## src/rtl/errinj_pkg.sv

```systemverilog
package errinj_pkg;
  localparam int COL_W   = 14;
  localparam int PAGE_W  = 16;
  localparam int BANK_W  = 4;
  localparam int SEL_W   = 3;   // shared DIMM/rank bits
  localparam int NFIELD  = 5;   // col, page, bank, rank, dimm
  localparam int COL_LO  = 0;
  localparam int PAGE_LO = COL_LO + COL_W;
  localparam int BANK_LO = PAGE_LO + PAGE_W;
  localparam int SEL_LO  = BANK_LO + BANK_W;
  localparam int IGN_LO  = SEL_LO + SEL_W;
  localparam int MATCH_W = IGN_LO + NFIELD;

  localparam logic [1:0] SEL_MATCH = 2'd0;
  localparam logic [1:0] SEL_FLIP  = 2'd1;
  localparam logic [1:0] SEL_CTRL  = 2'd2;

  typedef struct packed {
    logic       par_en;
    logic       ecc_en;
    logic [1:0] half;
    logic       rep_en;
  } inj_ctl_t;
endpackage

```

## src/rtl/errinj_cfg.sv

```systemverilog
module errinj_cfg
  import errinj_pkg::*;
#(
  parameter int EW = 32
) (
  input  logic               clk,
  input  logic               rst_n,
  input  logic               cfg_we,
  input  logic [1:0]         cfg_sel,
  input  logic [MATCH_W-1:0] cfg_wdata,
  input  logic               consume,
  output logic [MATCH_W-1:0] act_match,
  output logic [EW-1:0]      act_flip,
  output inj_ctl_t           act_ctl,
  output logic               armed,
  output logic               fired
);
  logic [MATCH_W-1:0] stage_match;
  logic [EW-1:0]      stage_flip;
  inj_ctl_t           wr_ctl;

  assign wr_ctl = inj_ctl_t'(cfg_wdata[$bits(inj_ctl_t)-1:0]);

  always_ff @(posedge clk or negedge rst_n) begin
    if (!rst_n) begin
      stage_match <= '0;
      stage_flip  <= '0;
      act_match   <= '0;
      act_flip    <= '0;
      act_ctl     <= '0;
      armed       <= 1'b0;
      fired       <= 1'b0;
    end else if (cfg_we) begin
      unique case (cfg_sel)
        SEL_MATCH: begin
          stage_match <= cfg_wdata;
          armed       <= 1'b0;
        end
        SEL_FLIP: begin
          stage_flip <= cfg_wdata[EW-1:0];
          armed      <= 1'b0;
        end
        SEL_CTRL: begin
          act_ctl <= wr_ctl;
          if (wr_ctl.ecc_en || wr_ctl.par_en) begin
            armed     <= 1'b1;
            fired     <= 1'b0;
            act_match <= stage_match;
            act_flip  <= stage_flip;
          end else begin
            armed <= 1'b0;
          end
        end
        default: ;
      endcase
    end else if (consume && !act_ctl.rep_en) begin
      armed <= 1'b0;
      fired <= 1'b1;
    end
  end
endmodule

```

## src/rtl/errinj_match.sv

```systemverilog
module errinj_match
  import errinj_pkg::*;
(
  input  logic               [MATCH_W-1:0] crit,
  input  logic                             three_dimm,
  input  logic               [1:0]         half,
  input  logic               [1:0]         dimm,
  input  logic               [1:0]         rank,
  input  logic               [BANK_W-1:0]  bank,
  input  logic               [PAGE_W-1:0]  page,
  input  logic               [COL_W-1:0]   col,
  input  logic                             upper,
  output logic                             hit_ok
);
  logic [NFIELD-1:0] eq;
  logic [NFIELD-1:0] ign;
  logic [SEL_W-1:0]  sel;
  logic              half_ok;

  assign sel = crit[SEL_LO +: SEL_W];
  assign ign = crit[IGN_LO +: NFIELD];

  always_comb begin
    eq[0] = (col  == crit[COL_LO  +: COL_W]);
    eq[1] = (page == crit[PAGE_LO +: PAGE_W]);
    eq[2] = (bank == crit[BANK_LO +: BANK_W]);
    if (three_dimm) begin
      eq[3] = (rank[0] == sel[0]);
      eq[4] = (dimm    == sel[2:1]);
    end else begin
      eq[3] = (rank    == sel[1:0]);
      eq[4] = (dimm[0] == sel[2]);
    end
  end

  assign half_ok = (half == 2'b00) || (upper ? half[1] : half[0]);
  assign hit_ok  = (&(eq | ign)) && half_ok;
endmodule

```

## src/rtl/errinj_unit.sv

```systemverilog
module errinj_unit
  import errinj_pkg::*;
#(
  parameter int EW = 32
) (
  input  logic               clk,
  input  logic               rst_n,
  input  logic               cfg_we,
  input  logic [1:0]         cfg_sel,
  input  logic [MATCH_W-1:0] cfg_wdata,
  input  logic               three_dimm,
  input  logic               in_valid,
  output logic               in_ready,
  input  logic               req_write,
  input  logic [1:0]         req_dimm,
  input  logic [1:0]         req_rank,
  input  logic [BANK_W-1:0]  req_bank,
  input  logic [PAGE_W-1:0]  req_page,
  input  logic [COL_W-1:0]   req_col,
  input  logic               req_upper,
  input  logic [EW-1:0]      req_ecc,
  output logic               out_valid,
  input  logic               out_ready,
  output logic [EW-1:0]      out_ecc,
  output logic               out_par_flip,
  output logic               stat_armed,
  output logic               stat_fired
);
  logic [MATCH_W-1:0] act_match;
  logic [EW-1:0]      act_flip;
  inj_ctl_t           act_ctl;
  logic               armed, fired, crit_ok, hit, act_rep;

  errinj_cfg #(.EW(EW)) u_cfg (
    .clk(clk), .rst_n(rst_n), .cfg_we(cfg_we), .cfg_sel(cfg_sel),
    .cfg_wdata(cfg_wdata), .consume(hit), .act_match(act_match),
    .act_flip(act_flip), .act_ctl(act_ctl), .armed(armed), .fired(fired)
  );

  errinj_match u_match (
    .crit(act_match), .three_dimm(three_dimm), .half(act_ctl.half),
    .dimm(req_dimm), .rank(req_rank), .bank(req_bank), .page(req_page),
    .col(req_col), .upper(req_upper), .hit_ok(crit_ok)
  );

  assign in_ready     = out_ready;
  assign out_valid    = in_valid;
  assign hit          = armed && in_valid && out_ready && req_write && crit_ok;
  assign out_ecc      = req_ecc ^ ({EW{hit && act_ctl.ecc_en}} & act_flip);
  assign out_par_flip = hit && act_ctl.par_en;
  assign stat_armed   = armed;
  assign stat_fired   = fired;
  assign act_rep      = act_ctl.rep_en;
endmodule

```

## config.mk

```make
export PLATFORM = sky130hd
export DESIGN_NAME = errinj_unit
export DESIGN_NICKNAME = d
export VERILOG_FILES = /design/src/rtl/errinj_pkg.sv /design/src/rtl/errinj_cfg.sv /design/src/rtl/errinj_match.sv /design/src/rtl/errinj_unit.sv
export SDC_FILE = /design/constraint.sdc
export NUM_CORES = 1
export LEC_CHECK = 0
export ABC_AREA = 1
export BUFFER_PORTS_ARGS = -buffer_cell sky130_fd_sc_hd__clkbuf_2
export CAP_MARGIN = 20
export CORE_MARGIN = 4
export CORE_UTILIZATION = 55
export CTS_CLUSTER_SIZE = 20
export DETAILED_ROUTE_END_ITERATION = 12
export PLACE_DENSITY = 0.84
export SYNTH_ARGS = -nofsm -noshare
export SYNTH_HDL_FRONTEND = slang
export SYNTH_HIERARCHICAL = 1
export SYNTH_SLANG_ARGS = --single-unit
export TNS_END_PERCENT = 5
```

## constraint.sdc

```tcl
create_clock -name clk -period 2.31 [get_ports clk]
set_input_delay 0.1155 -clock clk [delete_from_list [all_inputs] [get_ports clk]]
set_output_delay 0.1155 -clock clk [all_outputs]
set_load 0.005 [all_outputs]
```

Yosys cells after proc, flatten, opt, wreduce, memory -nomap -nowiden:

Cells that the tools add are included.

* bits of input ports: 122
* register bits: 155

* bitwise operators: 3
* equal/unequal tests: 12
* reduce and logical (&&, ||, !) cells: 22
* mux-type cells: 10

Operators by type and width (number)
* $and 32x32->32: 1
* $xor 32x32->32: 1
* $eq 16x16->1: 1
* $eq 14x14->1: 1
* $logic_and 1x1->1: 8
* $mux 1: 8
* $reduce_and 2->1: 4
* $reduce_and 3->1: 2
* $or 5x5->5: 1
* $reduce_and 5->1: 1
* $eq 2x2->1: 2
* $eq 4x4->1: 1
* $logic_not 2->1: 2
* $ne 2x1->1 const B: 2
* $ne 3x2->1 const B: 1
* $eq 1x1->1: 2
* $eq 2x1->1 const B: 1
* $eq 2x2->1 const B: 1
* $logic_or 1x1->1: 2
* $mux 2: 1
* $pmux 1 s2: 1
* $reduce_bool 2->1: 1
* $reduce_or 2->1: 1
* $logic_not 1->1: 1

Longest topological paths before layout:

* depth in word-level cells: 9
* gate-level depth with buffers: 18
* mapped depth without buffers: 17

Cells and area by module:

Netlist, hierarchy kept.

By module, submodules not included
* errinj_cfg: times used 1, cells each 639, area an instance 5983.2 sq um
* errinj_unit: times used 1, cells each 186, area an instance 958.4 sq um
* errinj_match: times used 1, cells each 181, area an instance 775.7 sq um

Least setup slack after synthesis:

Ideal clock, no wire load.

* path type: reg2reg
* from: reg u_cfg.act_match[35]
* to: reg u_cfg.armed
* setup time: 0.130 ns
* data required time: 2.180 ns
* cell stages (with the launch flop): 16
* data arrival time: 1.588 ns
* buffers on the path: 1
* setup slack: 0.593 ns
* cells stage by stage: dfrtp_1 -> nor2_1 -> nor2_1 -> o21bai_2 -> nand2_1 -> nor2_1 -> nand2_1 -> nor2_2 -> nand3_2 -> nor2_4 -> buf_6 -> nand2_1 -> nand2_1 -> nand2_1 -> nand2_1 -> nand2_1

* word-level cells in the longest chain between the ends: 9
* elaborated cells between the ends (all ways): 10
* classes of those cells: eq/ne (2); mux (1); bitwise (1); reduce/logical (6)

Ends and longest elaborated chain
* start: declaration: RTL line errinj_cfg.sv:12 `output logic [MATCH_W-1:0] act_match,`
* start signal: assignment: RTL line errinj_cfg.sv:48 `act_match <= stage_match;`
* $eq 2x2->1, on equally long branches: RTL line errinj_match.sv:31, errinj_match.sv:29
* $mux 2 (*): RTL line errinj_match.sv:27 `if (three_dimm) begin`
* $or 5x5->5 (*): RTL line errinj_match.sv:37 `assign hit_ok = (&(eq | ign)) && half_ok;`
* $reduce_and 5->1 (*): RTL line errinj_match.sv:37
* $logic_and 1x1->1 (*): RTL line errinj_match.sv:37
* named net crit_ok: RTL line errinj_unit.sv:32 `logic armed, fired, crit_ok, hit, act_rep;`
* $logic_and 1x1->1 (*): RTL line errinj_unit.sv:48 `assign hit = armed && in_valid && out_ready && req_write && crit_ok;`
* named net hit: RTL line errinj_unit.sv:32
* $logic_and 1x1->1 (*): RTL line errinj_cfg.sv:56 `end else if (consume && !act_ctl.rep_en) begin`
* $reduce_bool 2->1 (no line) (*)
* $reduce_and 2->1 (no line) (*)
* end signal: assignment: RTL line errinj_cfg.sv:46 `armed <= 1'b1;`
* end signal: assignment: RTL line errinj_cfg.sv:51 `armed <= 1'b0;`
* end signal: assignment: RTL line errinj_cfg.sv:57 `armed <= 1'b0;`
* end: declaration: RTL line errinj_cfg.sv:15 `output logic armed,`

Mark *: on every way through the listed nets, which the timed path passes. The rest lies on a longest branch.
A chain may end at the register's enable or synchronous reset.

Worst setup path in the final report:

* from: reg u_cfg.act_match[8]
* to: out out_ecc[12]

* word-level cells in the longest chain between the ends: 8

Ends and longest elaborated chain
* $eq 14x14->1: RTL line errinj_match.sv:24 `eq[0] = (col == crit[COL_LO +: COL_W]);`
* $or 5x5->5: RTL line errinj_match.sv:37
* $reduce_and 5->1: RTL line errinj_match.sv:37
* $logic_and 1x1->1: RTL line errinj_match.sv:37
* named net crit_ok: RTL line errinj_unit.sv:32
* $logic_and 1x1->1: RTL line errinj_unit.sv:48
* $logic_and 1x1->1: RTL line errinj_unit.sv:49 `assign out_ecc = req_ecc ^ ({EW{hit && act_ctl.ecc_en}} & act_flip);`
* $and 32x32->32: RTL line errinj_unit.sv:49
* $xor 32x32->32: RTL line errinj_unit.sv:49
* end: declaration: RTL line errinj_unit.sv:24 `output logic [EW-1:0] out_ecc,`

The timed path passes the listed nets, and every way through them passes these cells.

==> metrics.md <==
| Metric | Value |
|---|---|
| Run status | `finished with violations` |
| Failing checks | `negative setup slack` |
| Hold path depth | `3` |
| Crit end category | `output pin` |
| PortBufs | `158` |
| Required time of the critical path | `2.19 ns` |
| Rows | `43` |
| Slew Viols, Final | `0` |
| Placed Cells | `1304` |
| Final hold slack | `0.0498 ns` |
| Relative slew margins | `59.7%` |
| WP buf/inv | `3` |
| Final Power | `7.70 mW` |
| Worst slew pin tran | `0.605 ns` |
| Die area | `0.0160 sq mm` |
| Asr flop ratio synth | `100%` |
| Routed WL per cell | `14.8 um` |
| Clk_lat worst skew | `0.42 ns` |
| Post-Layout Cell Count | `1383` |
| CP Launch Type | `flop` |
| Gate Count Post-Synth | `1006` |
| Synth unique cells | `26` |
| Total Wirelength | `20400 um` |
| P_leak | `5.39 nW` |
| Critical path's most frequent cell | `nand2_1` |
| Clk pwr share | `36.8%` |
| Worst R2R End | `u_cfg/armed` |
| Vias in the first global route | `6780` |
| Flop pwr share | `47.0%` |
| Nets | `1312` |
| Register bit count reported by yosys | `155` |
| Clk_skew | `0.00940 ns` |
| Min-Delay Startpoint | `cfg_wdata[4]` |
| Area leader, netlist | `dfrtp_1` |
| VDD IR max | `637 uV` |
| CP Class | `flop to output pin` |
| Number of remaining DRC errors | `0` |
| Area growth from synthesis to layout | `25.8%` |
| Hold crit path type | `input port to flop` |
| Die width | `126 um` |
| Die span in y | `126 um` |
| Area of the multi-input gates | `0.00305 sq mm` |
| Post-synth EDFFs | `0` |
| R2r setup slk | `0.19 ns` |
| Post-synthesis instance area | `0.00772 sq mm` |
| TritonRoute pass-1 iters | `5` |
| Synthesized Nets | `1128` |
| Final instance area | `0.00971 sq mm` |
| Largest net degree at the start of global routing | `65` |
| Post-synth top area share | `50.3%` |
| Initial Util | `55.8%` |
| Core area | `0.0138 sq mm` |
| Final hold vios | `0` |
| Tcrit/Tclk final | `113%` |
| FMAX | `383 MHz` |
| Max incr delay on CP | `0.40 ns` |
| CP max stage cell | `dfrtp_1` |
| Setup tns final | `-8.20 ns` |
| Register area share after synthesis | `50.3%` |
| Share of cells above drive strength 1 | `19.3%` |
| Clock buffer depth | `2` |
| Area contributors post-synth | `dfrtp_1, nand2_1, nand3_1` |
| PD cells | `793 mW/mm^2` |
| Crit path cell chain | `nand2_1, nand2_1, nor2_1, nand2_1, nor2_1, nand2_1, nand2_1, nand2_1, nor2_2, nand2_1, nor2_4, buf_12, buf_6, nand4_1, nand2_1, nand2_1, clkbuf_2` |
| CP Max Fanout | `6` |
| Clk slew on worst S/H paths | `0.06 ns` |
| Min Clock Period, post-route | `2.61 ns` |
| Filler cell count | `1087` |
| First-pass GRT wire length | `32300 um` |
| CTS HTree Levels | `4` |
| PnR worst setup slack | `-0.303 ns` |
| Switching share of power | `29.4%` |
| RSZ-0062 raised after global routing | `yes` |
| Placed cell area | `0.00857 sq mm` |
| GRT Total Usage | `24.8%` |
| Clk root buf | `clkbuf_16` |
| Synth top cells by count | `nand2_1, dfrtp_1, inv_1` |
| Hold EP | `u_cfg/stage_flip[4]` |
| FF+latch area | `0.00388 sq mm` |
| CTS sink cnt | `155` |
| Vias per cell | `5.33` |
| N_diodes | `0` |
| Mapped Avg Cell Area | `7.67 sq um` |
| Top FF cell, synth | `dfrtp_1` |
| Syn. warnings | `6` |
| CTS tree | `done` |
| DRT antenna net count | `0` |
| WP data arrival | `2.50 ns` |
| Sw power | `2.26 mW` |
| I/O pin count | `159` |
| R2r worst-path depth | `18` |
| Initial antenna violation count | `0` |
| Final setup viols | `32` |
| Worst r2r src | `u_cfg/act_match[8]` |
| Most common cell in the netlist | `nand2_1` |
| DP Wirelength | `12800 um` |
| CP delay by family, top | `simple AND/OR/NAND/NOR gates` |
| Total grt overflow | `0` |
| Max Cap Violations | `0` |
| Placer Congestion | `0.828` |
| 1st-iter DRT viols | `585` |
| Internal | `5.44 mW` |
| CTS Buf Count | `17` |
| Via count of the routed design | `7367` |
| Logic pwr share | `16.3%` |
sequential cells by signal, indices dropped and copies added (netlist names):
| name | flops |
|---|---|
| u_cfg/fired | 1 |
| u_cfg/stage_flip | 32 |
| u_cfg/stage_match | 42 |
| u_cfg/act_match | 42 |
| u_cfg/act_flip | 32 |
| u_cfg/armed | 1 |
| u_cfg/act_ctl | 5 |
layout make-up:
class / instances / area share, %
multi-input cells: 674 / 31.4
flip-flops and latches: 155 / 40.0
repair buffers: 224 / 15.5
clock inverters: 11 / 1.37
inverters: 118 / 4.56
clock buffers: 21 / 4.85
well taps: 180 / 2.32
cells in the final DEF, fill, tap and decap left out, types with 3 or more instances in the layout:
cell,n
nand2_2,4
clkbuf_2,156
buf_12,5
dlygate4sd3_1,41
nor2_1,25
inv_6,4
nand2_1,393
o21ai_1,12
clkbuf_8,3
dfrtp_1,154
clkbuf_16,19
nand4_1,65
buf_6,4
nor2_4,4
xnor2_1,13
nand3_1,89
o21ai_0,57
clkinvlp_4,5
buf_4,15
nor2_2,3
inv_1,116
cells by family (layout without fill, tap and decap cells):
kind of cell	count (synthesis)	count (layout)	share of synthesized area (%)
and+or+nand+nor	588	588	32.9
buffers and inverters	177	374	10.4
DFF	155	155	50.3
AOI/OAI and AO/OA	72	72	4.78
xor gates and xnor gates	14	14	1.59
metrics by stage:
stage	utilization [%]	setup slack, ns
CTS	69.5	-0.204
finish	70.2	-0.303
detailed placement	62.0	0.185
floorplan	-	0.593
global route	70.2	-0.498
global placement	62.0	0.212
repair_timing:
item	CTS	global route
resized for setup	5	4
pin swaps	0	4
setup buffers	0	2
endpoints found under the hold margin	119	0
hold buffers	41	0
gates cloned	0	4
endpoints found under the setup margin	32	33
metal layers:
layer	global-route usage, %	vias to the layer above	wire length, um
li1	-	3556	-
met1	33.4	3461	8710
met2	40.5	311	9840
met3	4.76	39	1420
met4	8.58	0	457
met5	0	-	0
power groups by stage:
stage	registers [mW]	clock network [mW]	logic, mW
CTS	3.60	2.85	1.23
detailed placement	3.64	0	1.17
finish	3.62	2.83	1.25
floorplan	3.52	0	0.829
global placement	3.62	0	1.12
global route	3.67	2.98	1.44
how the worst max path moves through the flow:
stage                             start          end  depth (start not counted)
floorplan           u_cfg/act_match[35]  u_cfg/armed                         15
global placement    u_cfg/act_match[24]   out_ecc[9]                         14
detailed placement  u_cfg/act_match[29]   out_ecc[0]                         14
CTS                 u_cfg/act_match[24]  out_ecc[22]                         14
global route         u_cfg/act_match[8]  out_ecc[12]                         18
finish               u_cfg/act_match[8]  out_ecc[12]                         17
worst reg2reg max path, delay by kind of cell, from the launching register on:
kind | cells | cell delay [ns]
buffers and inverters | 2 | 0.30
flip-flops | 1 | 0.40
AND/OR/NAND/NOR | 16 | 1.27
Power figures use the tool's default switching activity.
